File: src/rtl/pwl_pkg.sv
package pwl_pkg;
   // Rounding applied when the scaled slope product is reduced.
   typedef enum logic [0:0] {
      PWL_RND_NEAREST = 1'b0,
      PWL_RND_TRUNC   = 1'b1
   } pwl_round_e;
endpackage

File: src/rtl/pwl_addr_gen.sv
module pwl_addr_gen #(
   parameter int IN_W      = 16,
   parameter int IN_FRAC   = 11,
   parameter int RANGE_EXP = 3,
   parameter int SEG_BITS  = 6,
   localparam int U_W      = RANGE_EXP + 1 + IN_FRAC,
   localparam int FRAC_W   = U_W - SEG_BITS,
   localparam int AW       = SEG_BITS + 1
) (
   input  logic signed [IN_W-1:0] x,
   output logic [AW-1:0]          addr0,
   output logic [AW-1:0]          addr1,
   output logic [FRAC_W-1:0]      frac
);
   localparam int OFS = 1 << (RANGE_EXP + IN_FRAC);
   localparam logic [AW-1:0] TOP_ADDR = AW'(1 << SEG_BITS);

   logic signed [IN_W:0] x_ext;
   logic signed [IN_W:0] u_full;
   logic                 below;
   logic                 above;

   assign x_ext  = x;
   assign u_full = x_ext + (IN_W+1)'(OFS);
   assign below  = u_full[IN_W];
   assign above  = !u_full[IN_W] && (|u_full[IN_W-1:U_W]);

   always_comb begin
      if (below) begin
         addr0 = '0;
         addr1 = '0;
         frac  = '0;
      end else if (above) begin
         addr0 = TOP_ADDR;
         addr1 = TOP_ADDR;
         frac  = '0;
      end else begin
         addr0 = {1'b0, u_full[U_W-1:FRAC_W]};
         addr1 = {1'b0, u_full[U_W-1:FRAC_W]} + AW'(1);
         frac  = u_full[FRAC_W-1:0];
      end
   end
endmodule

File: src/rtl/pwl_table.sv
module pwl_table #(
   parameter int DW    = 16,
   parameter int AW    = 7,
   parameter int DEPTH = 65
) (
   input  logic          clk,
   input  logic          we,
   input  logic [AW-1:0] waddr,
   input  logic [DW-1:0] wdata,
   input  logic [AW-1:0] raddr,
   output logic [DW-1:0] rdata
);
   logic [DW-1:0] mem [DEPTH];

   always_ff @(posedge clk) begin
      if (we && (int'(waddr) < DEPTH)) begin
         mem[waddr] <= wdata;
      end
      if (int'(raddr) < DEPTH) begin
         rdata <= mem[raddr];
      end else begin
         rdata <= '0;
      end
   end
endmodule

File: src/rtl/pwl_interp.sv
module pwl_interp
   import pwl_pkg::*;
#(
   parameter int         DW         = 16,
   parameter int         FRAC_W     = 9,
   parameter pwl_round_e ROUND_MODE = PWL_RND_NEAREST,
   localparam int        PW         = DW + FRAC_W + 2
) (
   input  logic [DW-1:0]     y0,
   input  logic [DW-1:0]     y1,
   input  logic [FRAC_W-1:0] frac,
   output logic [DW-1:0]     y
);
   logic signed [DW:0]   diff;
   logic signed [PW-1:0] d_ext;
   logic signed [PW-1:0] f_ext;
   logic signed [PW-1:0] prod;
   logic signed [PW-1:0] rounded;
   logic signed [PW-1:0] step;
   logic signed [PW-1:0] sum;

   assign diff  = $signed({1'b0, y1}) - $signed({1'b0, y0});
   assign d_ext = PW'(diff);
   assign f_ext = $signed(PW'({1'b0, frac}));
   assign prod  = d_ext * f_ext;

   if (ROUND_MODE == PWL_RND_NEAREST) begin : g_nearest
      assign rounded = prod + PW'(1 << (FRAC_W - 1));
   end else begin : g_trunc
      assign rounded = prod;
   end

   assign step = rounded >>> FRAC_W;
   assign sum  = step + $signed(PW'({1'b0, y0}));
   assign y    = sum[DW-1:0];
endmodule

File: src/rtl/pwl_sigmoid.sv
module pwl_sigmoid
   import pwl_pkg::*;
#(
   parameter int         IN_W       = 16,
   parameter int         IN_FRAC    = 11,
   parameter int         RANGE_EXP  = 3,
   parameter int         SEG_BITS   = 6,
   parameter int         OUT_W      = 16,
   parameter pwl_round_e ROUND_MODE = PWL_RND_NEAREST,
   localparam int        U_W        = RANGE_EXP + 1 + IN_FRAC,
   localparam int        FRAC_W     = U_W - SEG_BITS,
   localparam int        AW         = SEG_BITS + 1,
   localparam int        DEPTH      = (1 << SEG_BITS) + 1
) (
   input  logic                  clk,
   input  logic                  rst_n,
   input  logic                  in_valid,
   output logic                  in_ready,
   input  logic signed [IN_W-1:0] in_x,
   output logic                  out_valid,
   output logic [OUT_W-1:0]      out_y,
   input  logic                  tbl_we,
   input  logic [AW-1:0]         tbl_addr,
   input  logic [OUT_W-1:0]      tbl_wdata
);
   if (U_W >= IN_W) begin : g_bad_range
      $error("pwl_sigmoid: table span does not fit inside the input width");
   end
   if (SEG_BITS < 1 || SEG_BITS > 10) begin : g_bad_seg
      $error("pwl_sigmoid: SEG_BITS out of supported range");
   end
   if (FRAC_W < 1) begin : g_bad_frac
      $error("pwl_sigmoid: no fraction bits left");
   end

   logic              accept;
   logic              phase_a0;
   logic              phase_a1;
   logic [AW-1:0]     g_a0;
   logic [AW-1:0]     g_a1;
   logic [FRAC_W-1:0] g_frac;
   logic [AW-1:0]     s1_a0;
   logic [AW-1:0]     s1_a1;
   logic [FRAC_W-1:0] s1_frac;
   logic [AW-1:0]     rd_addr;
   logic [OUT_W-1:0]  rd_data;
   logic [OUT_W-1:0]  s2_y0;
   logic [FRAC_W-1:0] s2_frac;
   logic              s2_valid;
   logic [OUT_W-1:0]  interp_y;

   assign in_ready = !phase_a0;
   assign accept   = in_valid && in_ready;

   pwl_addr_gen #(
      .IN_W(IN_W), .IN_FRAC(IN_FRAC), .RANGE_EXP(RANGE_EXP), .SEG_BITS(SEG_BITS)
   ) i_addr_gen (
      .x(in_x), .addr0(g_a0), .addr1(g_a1), .frac(g_frac)
   );

   always_ff @(posedge clk or negedge rst_n) begin
      if (!rst_n) begin
         phase_a0 <= 1'b0;
         phase_a1 <= 1'b0;
         s1_a0    <= '0;
         s1_a1    <= '0;
         s1_frac  <= '0;
      end else begin
         phase_a0 <= accept;
         phase_a1 <= phase_a0;
         if (accept) begin
            s1_a0   <= g_a0;
            s1_a1   <= g_a1;
            s1_frac <= g_frac;
         end
      end
   end

   // Lower endpoint is fetched in the cycle after accept, upper one next.
   assign rd_addr = phase_a0 ? s1_a0 : s1_a1;

   pwl_table #(
      .DW(OUT_W), .AW(AW), .DEPTH(DEPTH)
   ) i_table (
      .clk(clk), .we(tbl_we), .waddr(tbl_addr), .wdata(tbl_wdata),
      .raddr(rd_addr), .rdata(rd_data)
   );

   always_ff @(posedge clk or negedge rst_n) begin
      if (!rst_n) begin
         s2_y0    <= '0;
         s2_frac  <= '0;
         s2_valid <= 1'b0;
      end else begin
         s2_valid <= phase_a1;
         if (phase_a1) begin
            s2_y0   <= rd_data;
            s2_frac <= s1_frac;
         end
      end
   end

   pwl_interp #(
      .DW(OUT_W), .FRAC_W(FRAC_W), .ROUND_MODE(ROUND_MODE)
   ) i_interp (
      .y0(s2_y0), .y1(rd_data), .frac(s2_frac), .y(interp_y)
   );

   always_ff @(posedge clk or negedge rst_n) begin
      if (!rst_n) begin
         out_valid <= 1'b0;
         out_y     <= '0;
      end else begin
         out_valid <= s2_valid;
         if (s2_valid) begin
            out_y <= interp_y;
         end
      end
   end
endmodule

File: config.mk
export PLATFORM = sky130hd
export DESIGN_NAME = pwl_sigmoid
export DESIGN_NICKNAME = d
export VERILOG_FILES = /design/src/rtl/pwl_pkg.sv /design/src/rtl/pwl_addr_gen.sv /design/src/rtl/pwl_table.sv /design/src/rtl/pwl_interp.sv /design/src/rtl/pwl_sigmoid.sv
export SDC_FILE = /design/constraint.sdc
export NUM_CORES = 2
export LEC_CHECK = 0
export BUFFER_PORTS_ARGS = -buffer_cell sky130_fd_sc_hd__buf_2
export CAP_MARGIN = 25
export CORE_MARGIN = 5
export CORE_UTILIZATION = 30
export CTS_CLUSTER_DIAMETER = 120
export CTS_CLUSTER_SIZE = 14
export DETAILED_ROUTE_END_ITERATION = 10
export MAX_ROUTING_LAYER = met4
export SLEW_MARGIN = 20
export SYNTH_ARGS = -nofsm -noshare
export SYNTH_HDL_FRONTEND = slang
export SYNTH_HIERARCHICAL = 1
export SYNTH_SLANG_ARGS = --single-unit
File: constraint.sdc
create_clock -name clk -period 22.4 [get_ports clk]
set_clock_uncertainty 0.1 [all_clocks]
set_input_delay 1.12 -clock clk [delete_from_list [all_inputs] [get_ports clk]]
set_output_delay 1.12 -clock clk [all_outputs]
set_load 0.01 [all_outputs]
==> impl_metrics.tcl <==
set metrics [dict create \
    postRouteWirelength_mm 127 \
    netlist_top_cells_area "edfxtp_1 61%, mux4_2 8.3%, fa_1 4.9%" \
    slowest_delay_ns 0.78 \
    fin_crit_sh_pct 45.8 \
    syn2layout_area_growth_pct 11.2 \
    cpMostUsedCell "fa_1" \
    reg2reg_depth 37 \
    r2r-start "s2_y0[1]" \
    die_w_um 422 \
    synthSimpleGateAreaFrac_pct 4.95 \
    fillers 16000 \
    slew_headroom_pct 26.3 \
    ys_ff_latch 1124 \
    yosysSeqAreaShare_pct 65.3 \
    yosys_most_used_dff "edfxtp_1" \
    hp-class "in2async" \
    fmax_ghz 0.0974 \
    layout_commonest_cell "edfxtp_1" \
    drc 0 \
    cp-end-kind "flip-flop" \
    drive_above_1_share_pct 18.9 \
    syn-num-nets 3271 \
    avgRoutedWirePerCell_um 23.7 \
    ios 61 \
    grt_pass1_wl_mm 190 \
    cts-resized-gates 0 \
    clkLatencyLatePin_ns 0.68 \
    synthAdderAreaFrac_pct 7.41 \
    placed_area_sq_um 54100 \
    cts_tree "built" \
    worst_pin_slew_ns 1.10 \
    synth_area_per_cell_sq_um 17.0 \
    synth_top_family_by_area "multiplexers" \
    drv_cap 0 \
    port-buffer-count 60 \
    synthMuxAreaShare_pct 13.9 \
    reg2reg_slack_ns 12.13 \
    hold_viol_final 0 \
    grt_max_degree 73 \
    synth_edf_count 1040 \
    rsz0062_at_grt "false" \
    viasPerCell 5.00 \
    hold_buffers 0 \
    fin_crit_ns 10.27 \
    antenna_found_initial 11 \
    yosys.area_share.xor_xnor_pct 0.902 \
    synthDistinctLibCells 89 \
    critPathLaunchType "flip-flop" \
    run_status "complete, no violations" \
    drtIter0Drc 2905 \
    die_area_sq_um 178000 \
    critPathArrivalTime_ns 10.73 \
    cts.sinks 1124 \
    async_flop_share_pct 6.05 \
    yosys.area.top_type "edfxtp_1" \
    clk_pin_slew_ns 0.07 \
    via_count 26800 \
    syn_inst 3001 \
    dp_hpwl_mm 78.3 \
    worstSetupPathType "reg2reg" \
    r2r_end "out_y[15]" \
    cts_setup_buffers 0 \
    crit_slowest_cell "nor2b_1" \
    yosys_warnings 6 \
    synth_area_sq_um 50900 \
    drtPass1Iterations 5 \
    slew_viol_final 0 \
    netlist.area_leader.share_pct 61.3 \
    worstPathMaxFanout 9 \
    timing.hold.ws_ns 0.167 \
    setup_violations 0 \
    cts_buffers 91 \
    die_y_um 422 \
    cts_buffer_depth 3 \
    setup_tns_ns 0 \
    rows 151 \
    routabilityCongestion 0.820 \
    synth_compound_area_share_pct 4.43 \
    cts_max_level 3 \
    ant_nets 0 \
    nets 3401 \
    grt_pass1_vias 27200 \
    regArea_sq_um 33300 \
    grt_util_all_layers_pct 14.5 \
    globalRoute.totalOverflow 0 \
    start_util_pct 30.1 \
    multiInputGateArea_sq_um 16100 \
    final_cell_mix "1,040 x edfxtp_1, 194 x inv_1, 188 x mux4_2, 173 x nand2_1, 164 x mux2i_1" \
    finalInstanceArea_sq_um 56600 \
    root_buffer "clkbuf_16" \
    cp.required_ns 22.87 \
    core-area_sq_um 169000 \
]
-- routing by layer --
metal / GRT usage [%] / routed length [um] / part of all wire (%) / up-vias
li1: - / - / - / 11700
met1: 20.7 / 57700 / 45 / 14100
met2: 22.3 / 58900 / 46 / 854
met3: 2.07 / 7950 / 6.2 / 174
met4: 3.09 / 2930 / 2.3 / 0
met5: - / 0 / 0 / -
-- cell type report --
type,count,area share [%]
tap,2218,4.90
clock buffer,102,4.17
clock inverter,7,0.221
inverter,196,1.30
timing repair buffer,175,2.12
multi-input combinational,1543,28.5
antenna,6,0.0265
sequential,1124,58.7
-- through the flow --
step / instances / utilization, % / setup slack, ns
6_report: 5371 / 33.5 / 12.13
2_1_floorplan: 3001 / - / 13.46
3_3_place_gp: 5250 / 31.9 / 12.21
3_5_place_dp: 5254 / 32.0 / 12.09
5_1_grt: 5368 / 33.5 / 11.27
4_1_cts: 5363 / 33.5 / 12.04
-- worst max path at each step --
stage	cells after the start	from	to
6_report	37	s2_y0[1]	out_y[15]
5_1_grt	35	s2_y0[1]	out_y[15]
4_1_cts	37	s2_y0[1]	out_y[15]
3_5_place_dp	37	s2_y0[1]	out_y[15]
3_3_place_gp	37	s2_y0[1]	out_y[15]
2_1_floorplan	38	s2_y0[1]	out_y[15]
-- Yosys cell counts, types with 23 or more instances --
cell type / number
edfxtp_1: 1040
inv_1: 194
mux4_2: 188
nand2_1: 173
mux2i_1: 164
fa_1: 124
nor2_1: 109
ha_1: 103
mux2_2: 73
dfrtp_1: 68
and2_1: 62
clkbuf_1: 62
a21oi_1: 49
nand3_1: 35
xnor2_1: 34
nand2b_1: 28
buf_2: 27
o22ai_1: 26
a22oi_1: 25
buf_6: 24
o21ai_0: 23
-- worst max-delay path: cells and delay by family, from the launching register on --
family / cells / cell delay [ns]
adder cells (fa/ha/maj): 8 / 3.53
AO/OA/AOI/OAI: 15 / 3.20
AND/OR/NAND/NOR: 6 / 1.38
multiplexers: 2 / 0.70
XOR/XNOR: 2 / 0.54
flip-flops: 1 / 0.47
buffers and inverters: 4 / 0.23
-- cell families (layout without fill, tap and decap cells) --
logic type	Yosys count	in the layout
other cells	0	6
flops	1124	1124
simple gates	506	506
xor+xnor	50	50
mux	452	452
fa+ha+maj	227	227
buf+inv	334	480
compound gates	308	308
-- registers in the layout, summed over array words and instances, names as in the netlist --
name	cells
s1_a1	7
s2_y0	16
phase_a1	1
out_y	16
s1_frac	9
phase_a0	1
s2_frac	9
out_valid	1
s1_a0	7
i_table/mem	1040
i_table/rdata	16
s2_valid	1
Power is not shown: default switching activity piles up to over one toggle a cycle in this logic, so the estimate is an artifact.
